**src/rtl/sctl_pkg.sv**
```systemverilog
// Package: shared state encoding for the serial control-port host master.
// Assumes nothing beyond being compiled before the modules that import it.
package sctl_pkg;

    typedef enum logic [2:0] {
        ST_IDLE,
        ST_CMD_WAIT,
        ST_CMD,
        ST_DATA_WAIT,
        ST_DATA,
        ST_END
    } sctl_state_t;

endpackage

```
**src/rtl/sctl_clkgen.sv**
```systemverilog
// Serial clock generator: while run is high, toggles sck every HALF system
// cycles, starting from low, and flags the cycle of each rising and falling
// edge. When run is low the counter clears and sck rests low.
// Assumes HALF >= 1 and that run is only dropped in the cycle after a fall.
module sctl_clkgen #(
    parameter int HALF = 4
) (
    input  logic clk,
    input  logic rst_n,
    input  logic run,
    output logic sck,
    output logic rise,
    output logic fall
);
    localparam int CW = (HALF > 1) ? $clog2(HALF) : 1;

    logic [CW-1:0] cnt;
    logic          wrap;

    assign wrap = run && (cnt == CW'(HALF - 1));
    assign rise = wrap && !sck;
    assign fall = wrap && sck;

    // Half-period counter and clock toggle.
    always_ff @(posedge clk) begin
        if (!rst_n || !run) begin
            cnt <= '0;
            sck <= 1'b0;
        end else if (wrap) begin
            cnt <= '0;
            sck <= ~sck;
        end else begin
            cnt <= cnt + CW'(1);
        end
    end
endmodule

```
**src/rtl/sctl_ack_sync.sv**
```systemverilog
// Synchronizer for the device busy/acknowledge line. Its reset value is
// "busy", so nothing can be started on a stale idle reading.
// Assumes STAGES >= 1.
module sctl_ack_sync #(
    parameter int STAGES = 2
) (
    input  logic clk,
    input  logic rst_n,
    input  logic ack_in,
    output logic ack_sync
);
    logic [STAGES-1:0] pipe;

    // Shift the asynchronous level through the stage chain.
    always_ff @(posedge clk) begin
        if (!rst_n) begin
            pipe <= '1;
        end else begin
            pipe <= {pipe[STAGES-2 >= 0 ? STAGES-2 : 0 : 0], ack_in} & {STAGES{1'b1}};
        end
    end

    assign ack_sync = pipe[STAGES-1];
endmodule

```
**src/rtl/sctl_shifter.sv**
```systemverilog
// Word shifter shared by transmit and receive. The MSB goes out first. Each
// rising clock edge captures one input bit; each falling edge shifts it in at
// the LSB. A parallel load takes priority over a shift. After W falls the
// register holds the received word.
// Assumes W >= 2.
module sctl_shifter #(
    parameter int W = 24
) (
    input  logic         clk,
    input  logic         rst_n,
    input  logic         load,
    input  logic [W-1:0] load_val,
    input  logic         shift,
    input  logic         capture,
    input  logic         sdi,
    output logic [W-1:0] sr,
    output logic         sout
);
    logic cap_bit;

    // Hold the bit sampled at the last rising edge.
    always_ff @(posedge clk) begin
        if (!rst_n) begin
            cap_bit <= 1'b0;
        end else if (capture) begin
            cap_bit <= sdi;
        end
    end

    // Parallel load or shift toward the MSB.
    always_ff @(posedge clk) begin
        if (!rst_n) begin
            sr <= '0;
        end else if (load) begin
            sr <= load_val;
        end else if (shift) begin
            sr <= {sr[W-2:0], cap_bit};
        end
    end

    assign sout = sr[W-1];
endmodule

```
**src/rtl/sctl_host_master.sv**
```systemverilog
// Host master for a four-wire serial control port. It sequences the select
// line, the busy waits, a command word and a burst of 0..2^CNT_W data words.
// Assumes wr_data always holds the next write word, and that the device
// raises busy within SYNC_STAGES+1 cycles of the event it answers.
module sctl_host_master
    import sctl_pkg::*;
#(
    parameter int WORD_W      = 24,
    parameter int CNT_W       = 4,
    parameter int DIV_HALF    = 4,
    parameter int SYNC_STAGES = 2
) (
    input  logic              clk,
    input  logic              rst_n,
    input  logic              req_valid,
    input  logic [WORD_W-1:0] req_cmd,
    input  logic [CNT_W-1:0]  req_count,
    input  logic              req_read,
    input  logic              req_has_data,
    input  logic [WORD_W-1:0] wr_data,
    output logic              wr_take,
    output logic [WORD_W-1:0] rd_data,
    output logic              rd_valid,
    output logic              done,
    output logic              busy,
    output logic              spi_cs_n,
    input  logic              spi_ack,
    output logic              spi_sck,
    output logic              spi_sdo,
    output logic              spi_sdo_en,
    input  logic              spi_sdi
);
    localparam int BW     = $clog2(WORD_W);
    localparam int SETTLE = SYNC_STAGES + 1;
    localparam int SW     = $clog2(SETTLE + 1);

    sctl_state_t      state;
    logic [BW-1:0]    bit_cnt;
    logic [CNT_W-1:0] words_left;
    logic [SW-1:0]    settle;
    logic             is_read;
    logic             has_data;
    logic             run;
    logic             ack_s;
    logic             rise_t;
    logic             fall_t;
    logic             word_end;
    logic             accept;
    logic             wr_load;
    logic             sh_load;
    logic [WORD_W-1:0] sh_val;
    logic [WORD_W-1:0] sh_reg;

    sctl_clkgen #(.HALF(DIV_HALF)) u_clk (
        .clk  (clk),
        .rst_n(rst_n),
        .run  (run),
        .sck  (spi_sck),
        .rise (rise_t),
        .fall (fall_t)
    );

    sctl_ack_sync #(.STAGES(SYNC_STAGES)) u_sync (
        .clk     (clk),
        .rst_n   (rst_n),
        .ack_in  (spi_ack),
        .ack_sync(ack_s)
    );

    // Request acceptance, word boundary and write reload decode.
    assign accept   = (state == ST_IDLE) && req_valid;
    assign word_end = fall_t && (bit_cnt == BW'(WORD_W - 1));
    assign wr_load  = word_end && !is_read &&
                      (((state == ST_CMD) && has_data) ||
                       ((state == ST_DATA) && (words_left != '0)));
    assign sh_load  = accept || wr_load;
    assign sh_val   = accept ? req_cmd : wr_data;

    sctl_shifter #(.W(WORD_W)) u_shift (
        .clk     (clk),
        .rst_n   (rst_n),
        .load    (sh_load),
        .load_val(sh_val),
        .shift   (fall_t),
        .capture (rise_t),
        .sdi     (spi_sdi),
        .sr      (sh_reg),
        .sout    (spi_sdo)
    );

    assign rd_data    = sh_reg;
    assign busy       = (state != ST_IDLE);
    assign spi_sdo_en = (state == ST_CMD_WAIT) || (state == ST_CMD) ||
                        ((state == ST_DATA) && !is_read);

    // Transaction sequencer: select, busy waits, bit and word counting.
    always_ff @(posedge clk) begin
        if (!rst_n) begin
            state      <= ST_IDLE;
            spi_cs_n   <= 1'b1;
            run        <= 1'b0;
            done       <= 1'b0;
            wr_take    <= 1'b0;
            rd_valid   <= 1'b0;
            bit_cnt    <= '0;
            words_left <= '0;
            settle     <= '0;
            is_read    <= 1'b0;
            has_data   <= 1'b0;
        end else begin
            done     <= 1'b0;
            wr_take  <= 1'b0;
            rd_valid <= 1'b0;
            case (state)
                ST_IDLE: begin
                    if (req_valid) begin
                        spi_cs_n   <= 1'b0;
                        is_read    <= req_read;
                        has_data   <= req_has_data;
                        words_left <= req_count;
                        settle     <= '0;
                        state      <= ST_CMD_WAIT;
                    end
                end
                ST_CMD_WAIT, ST_DATA_WAIT: begin
                    if (settle != SW'(SETTLE)) begin
                        settle <= settle + SW'(1);
                    end else if (!ack_s) begin
                        run     <= 1'b1;
                        bit_cnt <= '0;
                        state   <= (state == ST_CMD_WAIT) ? ST_CMD : ST_DATA;
                    end
                end
                ST_CMD: begin
                    if (word_end) begin
                        bit_cnt <= '0;
                        if (!has_data) begin
                            run   <= 1'b0;
                            state <= ST_END;
                        end else if (is_read) begin
                            run    <= 1'b0;
                            settle <= '0;
                            state  <= ST_DATA_WAIT;
                        end else begin
                            wr_take <= 1'b1;
                            state   <= ST_DATA;
                        end
                    end else if (fall_t) begin
                        bit_cnt <= bit_cnt + BW'(1);
                    end
                end
                ST_DATA: begin
                    if (word_end) begin
                        bit_cnt  <= '0;
                        rd_valid <= is_read;
                        if (words_left == '0) begin
                            run   <= 1'b0;
                            state <= ST_END;
                        end else begin
                            words_left <= words_left - CNT_W'(1);
                            wr_take    <= !is_read;
                        end
                    end else if (fall_t) begin
                        bit_cnt <= bit_cnt + BW'(1);
                    end
                end
                ST_END: begin
                    spi_cs_n <= 1'b1;
                    done     <= 1'b1;
                    state    <= ST_IDLE;
                end
                default: begin
                    state <= ST_IDLE;
                end
            endcase
        end
    end
endmodule

```
**config.mk**
```make
export PLATFORM = sky130hd
export DESIGN_NAME = sctl_host_master
export DESIGN_NICKNAME = d
export VERILOG_FILES = /design/src/rtl/sctl_pkg.sv /design/src/rtl/sctl_clkgen.sv /design/src/rtl/sctl_ack_sync.sv /design/src/rtl/sctl_shifter.sv /design/src/rtl/sctl_host_master.sv
export SDC_FILE = /design/constraint.sdc
export NUM_CORES = 1
export LEC_CHECK = 0
export ABC_AREA = 0
export BUFFER_PORTS_ARGS = -buffer_cell sky130_fd_sc_hd__buf_4
export CORE_ASPECT_RATIO = 0.9
export CORE_MARGIN = 2
export CORE_UTILIZATION = 55
export CTS_CLUSTER_DIAMETER = 200
export DETAILED_ROUTE_END_ITERATION = 12
export PLACE_DENSITY = 0.86
export SLEW_MARGIN = 10
export SYNTH_ARGS = -nofsm -noshare
export SYNTH_HDL_FRONTEND = slang
export SYNTH_SLANG_ARGS = --single-unit
```
**constraint.sdc**
```tcl
create_clock -name clk -period 3.4 [get_ports clk]
set_input_delay 0.17 -clock clk [delete_from_list [all_inputs] [get_ports clk]]
set_output_delay 0.17 -clock clk [all_outputs]
set_load 0.02 [all_outputs]
```
[Yosys cells after proc, flatten, opt, wreduce, memory -nomap -nowiden]
Cells that the tools add are included.
Word-level totals
  register bits after elaboration: 51
  word-level logic and storage cells: 126
Operators by class
  muxes and demuxes: 45
  reductions and logical operators: 40
  bitwise gates (word level): 1
  eq/ne operators: 20
  add/subtract/negate cells: 4
Operators by type and width (count)
  $mux W24: 3
  $mux W3: 9
  $mux W5: 4
  $ne A2 B2 Y1 const B: 10
  $mux W1: 14
  $mux W4: 3
  $pmux W3 S4: 1
  $reduce_and A6 Y1: 2
  $logic_and A1 B1 Y1: 10
  $mux W2: 5
  $pmux W5 S2: 1
  $reduce_bool A3 Y1: 3
  $pmux W4 S2: 1
  $reduce_and A4 Y1: 2
  $reduce_bool A2 Y1: 4
  $reduce_and A7 Y1: 1
  $eq A3 B2 Y1 const B: 2
  $eq A3 B3 Y1 const B: 2
  $pmux W2 S3: 1
  $reduce_or A2 Y1: 3
  $add A5 B1 Y5 const B: 1
  $eq A5 B5 Y1 const B: 1
  $logic_or A1 B1 Y1: 5
  $add A2 B1 Y2 const B: 2
  15 further kinds: 20

[Depth between registers and ports, before layout]
  word-level depth: 8
  mapped depth: 8
  mapped depth without buffers: 7

[Hierarchy]
Synthesis repeated with hierarchy kept, for this count alone.
Second synthesis, totals
  cell total of the unflattened synthesis: 306
  area, all modules: 3032.9 um^2
By module, submodules not included
  sctl_host_master: instances 1, area each 1521.5 um^2, cells an instance 179, sequential area each 420.4 um^2
  sctl_shifter: instances 1, area each 1342.5 um^2, cells an instance 111, sequential area each 500.5 um^2
  sctl_clkgen: instances 1, area each 116.4 um^2, cells an instance 12, sequential area each 60.1 um^2
  sctl_ack_sync: instances 1, area each 52.6 um^2, cells an instance 4, sequential area each 40.0 um^2

[Least setup slack after synthesis]
OpenSTA, ideal clock, no wires.
  path type: register to register
  from: register u_clk.cnt[0]
  to: register words_left[0]
  setup time: 0.116 ns
  setup slack: 1.548 ns
  stages on the path, launching flop included: 8
  data arrival time: 1.736 ns
  cell sequence: dfxtp_1 ha_1 and3_1 buf_6 nand4_2 a22o_4 a211o_1 and3_1
On the way
  longest elaborated chain between the ends: 6
Ends and longest elaborated chain
  start, declared: line sctl_clkgen.sv:17  | logic [CW-1:0] cnt;
  start signal, assigned: line sctl_clkgen.sv:33  | cnt <= cnt + CW'(1);
  $eq A2 B2 Y1: line sctl_clkgen.sv:20  | assign wrap = run && (cnt == CW'(HALF - 1));
  $logic_and A1 B1 Y1: line sctl_clkgen.sv:20
  $logic_and A1 B1 Y1: line sctl_clkgen.sv:22  | assign fall = wrap && sck;
  $logic_and A1 B1 Y1: line sctl_host_master.sv:72  | assign word_end = fall_t && (bit_cnt == BW'(WORD_W - 1));
  $ne A2 B2 Y1 (no line)
  $reduce_and A4 Y1 (no line)
  end signal, assigned: line sctl_host_master.sv:120  | words_left <= req_count;
  end signal, assigned: line sctl_host_master.sv:160  | words_left <= words_left - CNT_W'(1);
  end, declared: line sctl_host_master.sv:39  | logic [CNT_W-1:0] words_left;
Every way passes these cells.
A chain may end at the register's enable or synchronous reset.

[Worst setup path in the final report]
  from: register state[2]
  to: register u_shift.sr[3]
On the way
  longest elaborated chain between the ends: 6
Ends and longest elaborated chain
  start, declared: line sctl_host_master.sv:37  | sctl_state_t state;
  start signal, assigned: line sctl_host_master.sv:131  | state <= (state == ST_CMD_WAIT) ? ST_CMD : ST_DATA;
  $eq A3 B2 Y1 or $eq A3 B3 Y1 (tied branches): line sctl_host_master.sv:74, sctl_host_master.sv:75
  $logic_and A1 B1 Y1, on equally long branches: line sctl_host_master.sv:74, sctl_host_master.sv:75
  $logic_or A1 B1 Y1: line sctl_host_master.sv:74  | (((state == ST_CMD) && has_data) ||
  $logic_and A1 B1 Y1: line sctl_host_master.sv:73  | assign wr_load = word_end && !is_read &&
  $logic_or A1 B1 Y1: line sctl_host_master.sv:76  | assign sh_load = accept || wr_load;
  $mux W24 or $reduce_bool A2 Y1 (tied branches)
  end signal, assigned: line sctl_shifter.sv:35  | sr <= load_val;
  end signal, assigned: line sctl_shifter.sv:37  | sr <= {sr[W-2:0], cap_bit};
  end, declared: line sctl_shifter.sv:16  | output logic [W-1:0] sr,
Several ways; a longest one is shown, not always the timed one.

==> impl_results.md <==
- Status: complete, no violations
- Vias per cell: around 5.5
- Synth top area share: a little under two fifths
- TritonRoute pass-1 iters: 4
- Drt wl/cell: between 10 and 15 um
- Synth Register Bits: approximately 50
- Slew @ Worst Pin: 0.910 ns
- Via count of the first global-routing pass: 2,532
- Max Fclk: 0.373 GHz
- Total Power: around 1.6 mW
- WS Path Type: flop to flop
- Residual DRC: 0
- Worst R2R Path Depth: 6
- Die H: 71.5 um
- Die area: 0.00564 mm^2
- Worst setup EP type: flop
- CTS clock-pin slew for the worst setup and hold paths: 0.09 ns
- Power Dens Cells: 464 mW/mm^2
- Post-Syn Area: 0.00278 mm^2
- Vias: 2,724
- DRT iter0 DRCs: 292
- Fin crit share: between 70% and 80%
- I/O pin total: 91
- Port Buf Inserts: 90
- Largest cells by area after synthesis: dfxtp_1, nor2_1, mux2i_1
- Register area share after synthesis: a little under two fifths
- Worst-path fanout max: 26
- Mapped Nets: 420
- Root buffer selected by CTS: clkbuf_8
- GP Congestion: roughly 0.89
- CP arrival: 2.91 ns
- Dominant synthesized flop cell: dfxtp_1
- Layout Nets: 495
- Syn. warnings: 0
- CTS tree: yes
- Syn-to-layout area delta: 27.7%
- Fin. max-slew vios: 0
- Share of post-route cells with drive strength above 1: between 20 and 30%
- TNS Setup: 0 ns
- Post-CTS setup buffer count: 0
- Total global routing overflow: 0
- Post-CTS Hold Buffers: 0
- Clock latency on the worst-skew pair: 0.30 ns
- Critical R2R Launch: state[2]
- CTS Buf Count: 5
- Setup violators final: 0
- CP startpoint kind: flop
- Core box area: 0.00486 mm^2
- Setup Slack @ Placement: between 0.7 and 0.8 ns
- Global-route usage over all layers: 24.3%
- Clk sinks: just over 50
- Worst Path Required: ~3.6 ns
- Hold Path Sink: u_sync.pipe[0]
- Tmin final: between 2 and 3 ns
- Relative slew slack: 39.1%
- HP Class: input pin to flop
- Final WL: 6770 um
- Post-route antenna net violation count: 0
- Largest net degree at the start of global routing: 51
- Final Hold Violating Endpoints: 0
- First-pass GRT wire length: 11,200 um
- Maxcap violations: 0
- Initial antenna violation count: 0
- Cell variety after synth: 47
- Initial Util: around 57%
- Worst IR Drop VDD: around 270 uV
- Multi-input gate area: roughly 0.0016 mm^2
- H-tree depth: 2
- Antenna Cells: 0
- Final core area utilization: 73.0%
- Worst hold stages: 2
- CTS resizes: 0
- Final Skew: 0.00800 ns
- DP Wirelength: 4910 um
- Die X: 78.9 um
- Setup slack, reg-to-reg: 0.72 ns
- Cells after Synth: 357
- Row cnt: 24
- Leak Pwr: 1.70 nW
- Post-synthesis async set-or-reset flop share: 0%
- Filler cells: about 420
- Reg2Reg Capture Point: u_shift.sr[3]
- Hold Startpoint: spi_ack
- Avg Cell Area, Syn: 7.79 um^2
- Number of enable flip-flop cells after synthesis: 0
- Final worst slack: 0.716 ns
- Sequential Area: 0.00102 mm^2
- Longest Clk Path Bufs: 2
- Cell taking the most area after synthesis: dfxtp_1
- RSZ-0062 raised after global routing: no
[layer usage]
layer / GRT usage [%] / share of wire (%) / vias to the layer above
met1: 31.2 / 44 / 1264
met4: 4.60 / 0.61 / 0
li1: - / - / 1379
met3: 5.29 / 5.3 / 5
met2: 42.8 / 50 / 76
met5: 0 / 0 / -
[synthesized netlist by cell type (3+ instances only)]
master	instances
o21ai_0	33
clkbuf_1	11
nor3_1	7
xnor2_1	6
nor3b_1	3
mux2i_1	29
dfxtp_1	51
nor2_1	89
a21oi_1	30
nand2b_1	5
buf_2	11
inv_1	4
o21a_1	4
or3_1	3
nand3_1	5
nor2b_1	9
ha_1	4
nand2_1	18
[layout by cell type (no fill, tap or decap), types with 5 or more instances in the layout]
cell | netlist | layout
nor3_1 | 7 | 7
mux2i_1 | 29 | 29
buf_4 | 2 | 93
clkbuf_8 | 0 | 5
o21ai_0 | 33 | 33
nand2b_1 | 5 | 5
nand3_1 | 5 | 5
a21oi_1 | 30 | 30
nor2_1 | 89 | 89
xnor2_1 | 6 | 6
dfxtp_1 | 51 | 51
nand2_1 | 18 | 18
nor2b_1 | 9 | 9
[worst max-delay path: stages, from the launching register on]
cell and delay, ns:
dfxtp_1 0.61, nor3b_4 0.51, a32oi_1 0.19, o31ai_4 0.66, buf_4 0.38, o21ai_0 0.14, a21oi_1 0.14
[report_power, final]
| group | leakage, nW | switching (mW) | internal, mW |
|---|---|---|---|
| Combinational | 1.23 | 0.273 | 0.242 |
| Clock | 0.0513 | 0.188 | 0.216 |
| Sequential | 0.419 | 0.0668 | 0.662 |
| Total | 1.70 | 0.528 | 1.12 |
[metrics by stage]
stage               hold slack, ns  cells  cell area [um^2]
floorplan                    0.271    357              2780
global placement             0.352    490              3450
detailed placement           0.366    490              3450
CTS                         0.0582    497              3550
global route                0.0674    497              3550
finish                      0.0679    497              3550
[kinds of logic (layout without fill, tap and decap cells)]
family                   count (synthesis)  after routing  share of synthesized area (%)
AND/OR/NAND/NOR                        151            151                           25.2
AO/OA/AOI/OAI                           87             87                           18.9
flip-flops                              51             51                           36.7
multiplexers                            29             29                           10.4
buffers and inverters                   29            104                           4.95
XOR/XNOR                                 6              6                           1.89
adder cells (fa/ha/maj)                  4              4                           1.80
[flip-flops by register name, indices dropped and copies added, names as in the netlist, 2 cells and up]
signal	cells
settle	2
u_clk.cnt	2
state	3
u_sync.pipe	2
words_left	4
bit_cnt	5
u_shift.sr	24
[area by class of cell]
class	count	area share, %
multi-input combinational	277	46.0
sequential	51	28.8
timing repair buffer	93	19.7
tap	65	2.29
clock buffer	6	2.04
clock inverter	1	0.846
inverter	4	0.423
[worst max-delay path by stage]
stage                 start              to  cells past startpoint
2_1_floorplan  u_clk.cnt[0]   words_left[0]                      7
3_3_place_gp       state[2]   u_shift.sr[4]                      6
3_5_place_dp       state[2]   u_shift.sr[9]                      6
4_1_cts            state[2]  u_shift.sr[11]                      6
5_1_grt            state[2]   u_shift.sr[9]                      6
6_report           state[2]   u_shift.sr[3]                      6
Power figures use the tool's default switching activity.
